`config.mk`:
```
export PLATFORM = sky130hd
export DESIGN_NAME = netctl_regwin
export DESIGN_NICKNAME = d
export VERILOG_FILES = /design/src/rtl/netctl_regwin_pkg.sv /design/src/rtl/netctl_portdec.sv /design/src/rtl/netctl_cmdfsm.sv /design/src/rtl/netctl_cfgregs.sv /design/src/rtl/netctl_regwin.sv
export SDC_FILE = /design/constraint.sdc
export NUM_CORES = 1
export LEC_CHECK = 0
export BUFFER_PORTS_ARGS = -buffer_cell sky130_fd_sc_hd__buf_2
export CAP_MARGIN = 15
export CORE_UTILIZATION = 58
export DETAILED_ROUTE_END_ITERATION = 12
export HOLD_SLACK_MARGIN = 0.03
export MAX_ROUTING_LAYER = met4
export PLACE_DENSITY = 0.85
export SYNTH_ARGS = -nofsm -noshare
export SYNTH_HDL_FRONTEND = slang
export SYNTH_SLANG_ARGS = --single-unit
```
`constraint.sdc`:
```
create_clock -name clk -period 4.4 [get_ports clk]
set_input_delay 1.1 -clock clk [delete_from_list [all_inputs] [get_ports clk]]
set_output_delay 1.1 -clock clk [all_outputs]
set_load 0.005 [all_outputs]
```
`src/rtl/netctl_regwin_pkg.sv`:
```
package netctl_regwin_pkg;
   localparam int DW = 16;

   // byte offsets inside the window
   localparam logic [7:0] OFS_CSR = 8'h10;
   localparam logic [7:0] OFS_PTR = 8'h12;
   localparam logic [7:0] OFS_RST = 8'h14;
   localparam logic [7:0] OFS_BCR = 8'h16;

   // command register bit positions
   localparam int B_INIT = 0;
   localparam int B_STRT = 1;
   localparam int B_STOP = 2;
   localparam int B_TDMD = 3;
   localparam int B_IDON = 8;

   // implemented indices
   localparam int IX_CMD   = 0;
   localparam int IX_ALO   = 1;
   localparam int IX_AHI   = 2;
   localparam int IX_IDLO  = 88;
   localparam int IX_IDHI  = 89;
   localparam int IX_MODE  = 20;

   typedef enum logic [1:0] {
      ST_STOP  = 2'd0,
      ST_INIT  = 2'd1,
      ST_IDONE = 2'd2,
      ST_RUN   = 2'd3
   } run_state_e;

   typedef enum logic [2:0] {
      RS_NONE = 3'd0,
      RS_CSR  = 3'd1,
      RS_PTR  = 3'd2,
      RS_BCR  = 3'd3,
      RS_RST  = 3'd4
   } rd_src_e;
endpackage

```
`src/rtl/netctl_portdec.sv`:
```
module netctl_portdec
   import netctl_regwin_pkg::*;
#(
   parameter int ADDR_W = 5,
   parameter int PTR_W  = 7
) (
   input  logic              clk,
   input  logic              rst_n,
   input  logic              io_sel,
   input  logic              io_wr,
   input  logic [ADDR_W-1:0] io_addr,
   input  logic [PTR_W-1:0]  wr_idx,
   output logic [PTR_W-1:0]  idx,
   output logic              csr_we,
   output logic              bcr_we,
   output logic              srst,
   output rd_src_e           rd_src
);
   localparam logic [ADDR_W-1:0] A_CSR = ADDR_W'(OFS_CSR);
   localparam logic [ADDR_W-1:0] A_PTR = ADDR_W'(OFS_PTR);
   localparam logic [ADDR_W-1:0] A_RST = ADDR_W'(OFS_RST);
   localparam logic [ADDR_W-1:0] A_BCR = ADDR_W'(OFS_BCR);

   logic hit_csr, hit_ptr, hit_rst, hit_bcr;
   logic ptr_we;

   always_comb begin
      hit_csr = io_sel && (io_addr == A_CSR);
      hit_ptr = io_sel && (io_addr == A_PTR);
      hit_rst = io_sel && (io_addr == A_RST);
      hit_bcr = io_sel && (io_addr == A_BCR);
      csr_we  = hit_csr && io_wr;
      bcr_we  = hit_bcr && io_wr;
      ptr_we  = hit_ptr && io_wr;
      srst    = hit_rst && !io_wr;
      rd_src  = RS_NONE;
      if (io_sel && !io_wr) begin
         if (hit_csr)      rd_src = RS_CSR;
         else if (hit_ptr) rd_src = RS_PTR;
         else if (hit_bcr) rd_src = RS_BCR;
         else if (hit_rst) rd_src = RS_RST;
      end
   end

   always_ff @(posedge clk or negedge rst_n) begin
      if (!rst_n)      idx <= '0;
      else if (srst)   idx <= '0;
      else if (ptr_we) idx <= wr_idx;
   end
endmodule

```
`src/rtl/netctl_cmdfsm.sv`:
```
module netctl_cmdfsm
   import netctl_regwin_pkg::*;
(
   input  logic       clk,
   input  logic       rst_n,
   input  logic       srst,
   input  logic       cmd_we,
   input  logic       w_init,
   input  logic       w_strt,
   input  logic       w_stop,
   input  logic       w_tdmd,
   input  logic       w_idon,
   input  logic       init_done,
   output run_state_e state,
   output logic       idon,
   output logic       init_go,
   output logic       run_go,
   output logic       tx_poll,
   output logic [DW-1:0] cmd_rdata
);
   logic fetch_end;

   always_comb begin
      fetch_end = (state == ST_INIT) && init_done;
      cmd_rdata = '0;
      cmd_rdata[B_INIT] = (state == ST_INIT);
      cmd_rdata[B_STRT] = (state == ST_RUN);
      cmd_rdata[B_STOP] = (state == ST_STOP);
      cmd_rdata[B_IDON] = idon;
   end

   always_ff @(posedge clk or negedge rst_n) begin
      if (!rst_n) begin
         state   <= ST_STOP;
         init_go <= 1'b0;
         run_go  <= 1'b0;
         tx_poll <= 1'b0;
      end else if (srst) begin
         state   <= ST_STOP;
         init_go <= 1'b0;
         run_go  <= 1'b0;
         tx_poll <= 1'b0;
      end else begin
         init_go <= 1'b0;
         run_go  <= 1'b0;
         tx_poll <= 1'b0;
         if (cmd_we && w_stop) begin
            state <= ST_STOP;
         end else if (cmd_we && w_init && state != ST_INIT) begin
            state   <= ST_INIT;
            init_go <= 1'b1;
         end else if (cmd_we && w_strt && (state == ST_STOP || state == ST_IDONE)) begin
            state  <= ST_RUN;
            run_go <= 1'b1;
         end else begin
            if (cmd_we && w_tdmd && state == ST_RUN) tx_poll <= 1'b1;
            if (fetch_end) state <= ST_IDONE;
         end
      end
   end

   always_ff @(posedge clk or negedge rst_n) begin
      if (!rst_n)                idon <= 1'b0;
      else if (srst)             idon <= 1'b0;
      else if (fetch_end)        idon <= 1'b1;
      else if (cmd_we && w_idon) idon <= 1'b0;
   end
endmodule

```
`src/rtl/netctl_cfgregs.sv`:
```
module netctl_cfgregs
   import netctl_regwin_pkg::*;
#(
   parameter int          PTR_W     = 7,
   parameter bit          ID_EN     = 1'b1,
   parameter logic [15:0] PART_CODE = 16'h2621,
   parameter logic [7:0]  MODE_32   = 8'd2
) (
   input  logic          clk,
   input  logic          rst_n,
   input  logic          srst,
   input  logic [PTR_W-1:0] idx,
   input  logic          csr_we,
   input  logic          bcr_we,
   input  logic [DW-1:0] wdata,
   output logic [DW-1:0] csr_rdata,
   output logic [DW-1:0] bcr_rdata,
   output logic [31:0]   init_addr,
   output logic          desc32
);
   localparam logic [PTR_W-1:0] I_ALO  = PTR_W'(IX_ALO);
   localparam logic [PTR_W-1:0] I_AHI  = PTR_W'(IX_AHI);
   localparam logic [PTR_W-1:0] I_IDLO = PTR_W'(IX_IDLO);
   localparam logic [PTR_W-1:0] I_IDHI = PTR_W'(IX_IDHI);
   localparam logic [PTR_W-1:0] I_MODE = PTR_W'(IX_MODE);

   logic [DW-1:0] addr_lo, addr_hi, mode_q;
   logic [DW-1:0] id_lo, id_hi;

   generate
      if (ID_EN) begin : g_id
         assign id_lo = {PART_CODE[3:0], 12'h003};
         assign id_hi = {4'h0, PART_CODE[15:4]};
      end else begin : g_noid
         assign id_lo = '0;
         assign id_hi = '0;
      end
   endgenerate

   always_ff @(posedge clk or negedge rst_n) begin
      if (!rst_n) begin
         addr_lo <= '0;
         addr_hi <= '0;
         mode_q  <= '0;
      end else if (srst) begin
         addr_lo <= '0;
         addr_hi <= '0;
         mode_q  <= '0;
      end else begin
         if (csr_we && idx == I_ALO)  addr_lo <= wdata;
         if (csr_we && idx == I_AHI)  addr_hi <= wdata;
         if (bcr_we && idx == I_MODE) mode_q  <= wdata;
      end
   end

   always_comb begin
      unique case (idx)
         I_ALO:   csr_rdata = addr_lo;
         I_AHI:   csr_rdata = addr_hi;
         I_IDLO:  csr_rdata = id_lo;
         I_IDHI:  csr_rdata = id_hi;
         default: csr_rdata = '0;
      endcase
      bcr_rdata = (idx == I_MODE) ? mode_q : '0;
      init_addr = {addr_hi, addr_lo};
      desc32    = (mode_q[7:0] == MODE_32);
   end
endmodule

```
`src/rtl/netctl_regwin.sv`:
```
module netctl_regwin
   import netctl_regwin_pkg::*;
#(
   parameter int          ADDR_W    = 5,
   parameter int          PTR_W     = 7,
   parameter bit          ID_EN     = 1'b1,
   parameter logic [15:0] PART_CODE = 16'h2621
) (
   input  logic              clk,
   input  logic              rst_n,
   input  logic              io_sel,
   input  logic              io_wr,
   input  logic [ADDR_W-1:0] io_addr,
   input  logic [15:0]       io_wdata,
   output logic [15:0]       io_rdata,
   input  logic              init_done,
   output logic              init_go,
   output logic              run_go,
   output logic              tx_poll,
   output logic [31:0]       init_addr,
   output logic              desc32
);
   generate
      if (ADDR_W < 5 || ADDR_W > 8) begin : g_bad_aw
         initial $error("ADDR_W must lie in 5..8");
      end
      if (PTR_W < 7 || PTR_W > DW) begin : g_bad_pw
         initial $error("PTR_W must lie in 7..16");
      end
   endgenerate

   logic [PTR_W-1:0] idx;
   logic             csr_we, bcr_we, srst, cmd_we;
   rd_src_e          rd_src;
   run_state_e       fsm_state;
   logic             idon_q;
   logic [DW-1:0]    cmd_rdata, csr_rdata, bcr_rdata;

   netctl_portdec #(.ADDR_W(ADDR_W), .PTR_W(PTR_W)) u_dec (
      .clk(clk), .rst_n(rst_n), .io_sel(io_sel), .io_wr(io_wr),
      .io_addr(io_addr), .wr_idx(io_wdata[PTR_W-1:0]), .idx(idx),
      .csr_we(csr_we), .bcr_we(bcr_we), .srst(srst), .rd_src(rd_src)
   );

   assign cmd_we = csr_we && (idx == PTR_W'(IX_CMD));

   netctl_cmdfsm u_fsm (
      .clk(clk), .rst_n(rst_n), .srst(srst), .cmd_we(cmd_we),
      .w_init(io_wdata[B_INIT]), .w_strt(io_wdata[B_STRT]),
      .w_stop(io_wdata[B_STOP]), .w_tdmd(io_wdata[B_TDMD]),
      .w_idon(io_wdata[B_IDON]), .init_done(init_done),
      .state(fsm_state), .idon(idon_q), .init_go(init_go),
      .run_go(run_go), .tx_poll(tx_poll), .cmd_rdata(cmd_rdata)
   );

   netctl_cfgregs #(.PTR_W(PTR_W), .ID_EN(ID_EN), .PART_CODE(PART_CODE)) u_cfg (
      .clk(clk), .rst_n(rst_n), .srst(srst), .idx(idx),
      .csr_we(csr_we), .bcr_we(bcr_we), .wdata(io_wdata),
      .csr_rdata(csr_rdata), .bcr_rdata(bcr_rdata),
      .init_addr(init_addr), .desc32(desc32)
   );

   always_comb begin
      unique case (rd_src)
         RS_CSR:  io_rdata = (idx == PTR_W'(IX_CMD)) ? cmd_rdata : csr_rdata;
         RS_PTR:  io_rdata = DW'(idx);
         RS_BCR:  io_rdata = bcr_rdata;
         default: io_rdata = '0;
      endcase
   end
endmodule

```
# ---- Word-level counts from Yosys, hierarchy flattened
# Index checks and enable logic that the tools add are counted.
dict set report totals {
  elab_cells 95
  ff_bits 61
  output_inout_bits 52
}
dict set report op_classes {
  n_eq_ne 17
  muxes 37
  n_reduce_logical 32
}
# op count
set ops {}
lappend ops {{16-bit two-way mux} 8}
lappend ops {{16-bit one-hot mux with 4 select lines} 1}
lappend ops {{16-bit one-hot mux with 3 select lines} 1}
lappend ops {{1-bit logical AND} 22}
lappend ops {{5-bit == test (second input constant)} 4}
lappend ops {{1-bit two-way mux} 15}
lappend ops {{3-bit two-way mux} 5}
lappend ops {{7-bit == test (second input constant)} 2}
lappend ops {{7-bit two-way mux} 2}
lappend ops {{2-bit two-way mux} 5}
lappend ops {{8-bit by 2-bit == test with 1-bit output (second input constant)} 1}
lappend ops {{2-bit nonzero test} 4}
lappend ops {{7-bit by 1-bit == test with 1-bit output (second input constant)} 1}
lappend ops {{7-bit by 2-bit == test with 1-bit output (second input constant)} 1}
lappend ops {{7-bit by 5-bit == test with 1-bit output (second input constant)} 1}
lappend ops {{7-bit zero test} 1}
lappend ops {{3-bit by 2-bit == test with 1-bit output (second input constant)} 2}
lappend ops {{5-bit nonzero test} 1}
lappend ops {{2-bit == test (second input constant)} 2}
lappend ops {{3-bit by 1-bit == test with 1-bit output (second input constant)} 1}
lappend ops {{3-bit nonzero test} 1}
lappend ops {{2-bit by 1-bit == test with 1-bit output (second input constant)} 1}
lappend ops {{2-bit zero test} 1}
lappend ops {{2-bit by 1-bit inequality test with 1-bit output (second input constant)} 1}
lappend ops {{2 further kinds} 2}

# ---- Longest topological paths before layout
dict set report depth {
  depth_word 11
  mapped_depth 7
  ltp_nobuf 4
}

# ---- Hierarchy
# Synthesis repeated with hierarchy kept, for this count alone.
dict set report unflattened {
  hier_cells 413
  area_unflattened_um2 4016.4
}
# mod cells_per_inst n_inst area_each_um2
set modules_own_cells {}
lappend modules_own_cells {netctl_cfgregs 226 1 2555.0}
lappend modules_own_cells {netctl_regwin 89 1 586.8}
lappend modules_own_cells {netctl_portdec 56 1 484.2}
lappend modules_own_cells {netctl_cmdfsm 42 1 390.4}

# ---- Worst setup path before layout
# Ideal clock, no wire load.
dict set report synth_path {
  path_type {input-to-output}
  startpoint {input port io_addr[2]}
  endpoint {output port io_rdata[3]}
  path_buffers 3
  t_arrival_ns 2.306
  cell_stages 7
  slack_ns 0.994
  cell_sequence {buf_2 > nor4bb_1 > and3_1 > clkbuf_1 > and2_1 > buf_2 > a21o_1}
}
dict set report synth_between {
  elab_chain_len 9
  elab_cells_between_ends 17
}
# element line_no
set synth_rtl {}
lappend synth_rtl {{start, declared} netctl_regwin.sv:13} ;# input logic [ADDR_W-1:0] io_addr,
lappend synth_rtl {{5-bit == test} netctl_portdec.sv:30} ;# hit_rst = io_sel && (io_addr == A_RST);
lappend synth_rtl {{1-bit logical AND} netctl_portdec.sv:30}
lappend synth_rtl {{3-bit two-way mux} netctl_portdec.sv:41} ;# else if (hit_rst) rd_src = RS_RST;
lappend synth_rtl {{3-bit two-way mux} netctl_portdec.sv:40} ;# else if (hit_bcr) rd_src = RS_BCR;
lappend synth_rtl {{3-bit two-way mux} netctl_portdec.sv:39} ;# else if (hit_ptr) rd_src = RS_PTR;
lappend synth_rtl {{3-bit two-way mux (*)} netctl_portdec.sv:38} ;# if (hit_csr) rd_src = RS_CSR;
lappend synth_rtl {{3-bit two-way mux (*)} netctl_portdec.sv:37} ;# if (io_sel && !io_wr) begin
lappend synth_rtl {{3-bit by 2-bit == test with 1-bit output or 3-bit by 1-bit == test with 1-bit output (tied branches)} netctl_regwin.sv:64} ;# unique case (rd_src)
lappend synth_rtl {{16-bit one-hot mux with 3 select lines (*)} netctl_regwin.sv:64}
lappend synth_rtl {{end, declared} netctl_regwin.sv:15} ;# output logic [15:0] io_rdata,
# Every way passes the cells marked *; elsewhere a longest branch is shown, timed or not.

# ---- Worst setup path after layout
dict set report layout_path {
  startpoint {input port io_addr[3]}
  endpoint {output port io_rdata[4]}
}
# Same word-level chain as after synthesis.

==> impl_metrics.tcl <==
set metrics [dict create \
    min_period_ns 3.85 \
    cp_cell_sequence "buf_2, or3b_4, nor4_4, nand2_1, o211ai_1, buf_2" \
    cts_buffers 9 \
    placedCellCount 524 \
    finalHoldViolations 0 \
    drcViolationCount 0 \
    initial_utilization_pct 61.1 \
    cp.arrival_ns 2.75 \
    grt_max_degree 43 \
    ys.flop_type "dfrtp_1" \
    coreArea_um2 5570 \
    ys_ff_latch 61 \
    cts_tree "done" \
    cp-end-kind "output pin" \
    antenna_found_initial 0 \
    place.gp.congestion 0.961 \
    worstMarginPinSlew_ns 0.959 \
    drt.antenna.violating_nets 0 \
    cts.path.max_buffers 2 \
    pin_count 78 \
    nets 489 \
    slowest_stage "or3b_4" \
    async_flop_share_pct 100 \
    path_buf_inv 2 \
    routed_wl_mm 11.0 \
    worst_path_most_repeated_cell "buf_2" \
    antennaDiodeCount 0 \
    ir_worst_vdd_mv 0.225 \
    grt_overflow_total 0 \
    required_ns 3.30 \
    clk_pin_slew_ns 0.07 \
    clock.fmax_ghz 0.260 \
    fin_cells 540 \
    ys_seq_area_share_pct 44.8 \
    vias 3692 \
    p_total_uw 1320 \
    dieWidth_um 78.7 \
    drtIter0Drc 492 \
    cts_max_level 3 \
    dp_hpwl_mm 7.62 \
    layout-drive-gt1-share_pct 24.4 \
    slew_headroom_pct 36.1 \
    post_cts_buffers 0 \
    finalSetupTns_ns 0 \
    die_area_um2 6190 \
    grt_pass1_wl_mm 17.6 \
    whs_ns 0.518 \
    post_cts_resized 0 \
    rows 27 \
    cts-root-buf "clkbuf_8" \
    drv_slew 0 \
    grt_setup_unrepaired "no" \
    areaGrowthSynthToFinish_pct 18.5 \
    power.density_nw_per_um2 327 \
    crit_family "simple AND/OR/NAND/NOR gates" \
    crit_type "in2out" \
    critPathLaunchType "input pin" \
    syn_nets 421 \
    first_pass_iters 5 \
    grt_util_all_layers_pct 39.4 \
    max_stage_delay_ns 0.44 \
    p_leak_uw 0.00181 \
    grt_pass1_vias 3453 \
    wl_per_cell_um 20.4 \
    finalCritPeriodShare_pct 87.5 \
    port_buffers 77 \
    status "finished, final reports clean" \
    clkLatencyLatePin_ns 0.35 \
    fin_worst_skew_ns 0.0134 \
    hold_buffers 0 \
    synth_edf_count 0 \
    viasPerCell 6.84 \
    fp.dieH_um 78.7 \
    synthDistinctLibCells 54 \
    cts_sinks 61 \
    cp_max_fo 8 \
    min_path_type "reg2reg" \
    netlist_area_um2 3410 \
    syn_avg_cell_area_um2 8.63 \
    max-cap-violations 0 \
    yosysWarnings 0 \
    syn_inst 395 \
    setup_viol 0 \
]
layer usage:
layer / track usage [%] / vias up / part of all wire [%]
met3: 5.58 / 48 / 9.2
met1: 49.2 / 1783 / 39
met2: 58.2 / 264 / 46
met4: 29.1 / 0 / 6.1
li1: - / 1597 / -
met5: - / - / 0
flip-flops by register name, summed over array words and instances, names as in the netlist:
name / flops
u_cfg.mode_q: 16
u_fsm.state: 2
u_dec.idx: 7
u_cfg.addr_lo: 16
u_cfg.addr_hi: 16
u_fsm.init_go: 1
u_fsm.tx_poll: 1
u_fsm.idon: 1
u_fsm.run_go: 1
tightest hold or removal path, delay by kind of cell, from the launching register on:
kind	cells	cell delay, ns
simple gates	1	0.06
flops	1	0.38
compound gates	1	0.05
where the power goes:
group	switching (uW)	total [uW]	internal (uW)
logic	136	202	66.2
clock network	223	516	293
registers	27.0	604	577
final cells by class:
type / count / area (um^2)
inverter: 5 / 18.8
clock inverter: 3 / 43.8
tap: 72 / 90.1
clock buffer: 13 / 159
fill: 475 / 1540
multi-input combinational: 297 / 1730
timing repair buffer: 89 / 475
sequential: 61 / 1530
Yosys cell counts, drive strengths merged, types with 5 or more instances:
cell     count  share of area [%]
buf         15                2.4
a21oi       50                7.3
nor2         7               0.77
a22oi        9                2.0
inv          5               0.55
nand2b       5               0.92
dfrtp       61                 45
nand3       40                5.9
nor3         5               0.88
nor4         6                2.6
o2bb2ai      8                2.1
nor2b        6                1.1
nand2       48                5.3
clkbuf      17                1.9
o21ai       60                8.8
per-stage QoR:
| stage | util, % | area, um^2 | worst slack (ns) |
|---|---|---|---|
| finish | 72.5 | 4040 | 0.551 |
| global route | 72.5 | 4040 | 0.397 |
| CTS | 72.5 | 4040 | 0.552 |
| detailed placement | 68.8 | 3840 | 0.556 |
| global placement | 68.8 | 3840 | 0.598 |
| floorplan | - | 3410 | 0.994 |
placed cells by master (no fill, tap or decap), types with 2 or more instances in the layout:
cell type	instances
buf_2	77
dfrtp_1	61
a21oi_1	50
nand2_1	48
nand3_1	40
o21ai_0	36
o21ai_1	24
buf_4	12
clkbuf_8	11
a22oi_1	9
o2bb2ai_1	8
nor2_1	7
nor2b_1	6
nand2b_1	5
inv_1	5
nor4_4	4
nor3_1	4
nand4_1	4
or3_1	3
o22ai_1	3
or4_1	3
o31ai_1	3
and3_1	2
or2_2	2
a2bb2oi_1	2
o211ai_1	2
o22a_1	2
a22o_1	2
a31oi_1	2
nor4_1	2
nor4b_2	2
nand4b_1	2
clkbuf_1	2
cells by family (layout without fill, tap and decap cells):
| kind of cell | count (synthesis) | in the layout | share of synthesized area [%] |
|---|---|---|---|
| buffers and inverters | 37 | 110 | 4.85 |
| DFF | 61 | 61 | 44.8 |
| and+or+nand+nor | 146 | 146 | 24.5 |
| AOI/OAI and AO/OA | 151 | 151 | 25.9 |
worst paths after layout:
check | start | endpoint | slack [ns] | cells past startpoint
max | io_addr[3] | io_rdata[4] | 0.55 | 6
min | u_cfg.mode_q[12] | u_cfg.mode_q[12] | 0.52 | 2
max reg2reg | u_dec.idx[0] | u_cfg.addr_hi[1] | 1.97 | 6
min reg2reg | u_cfg.mode_q[12] | u_cfg.mode_q[12] | 0.52 | 2
max in group asynchronous | rst_n | u_dec.idx[1] | 2.63 | 2
min in group asynchronous | rst_n | u_cfg.mode_q[1] | 0.89 | 1
Power figures use the tool's default switching activity.
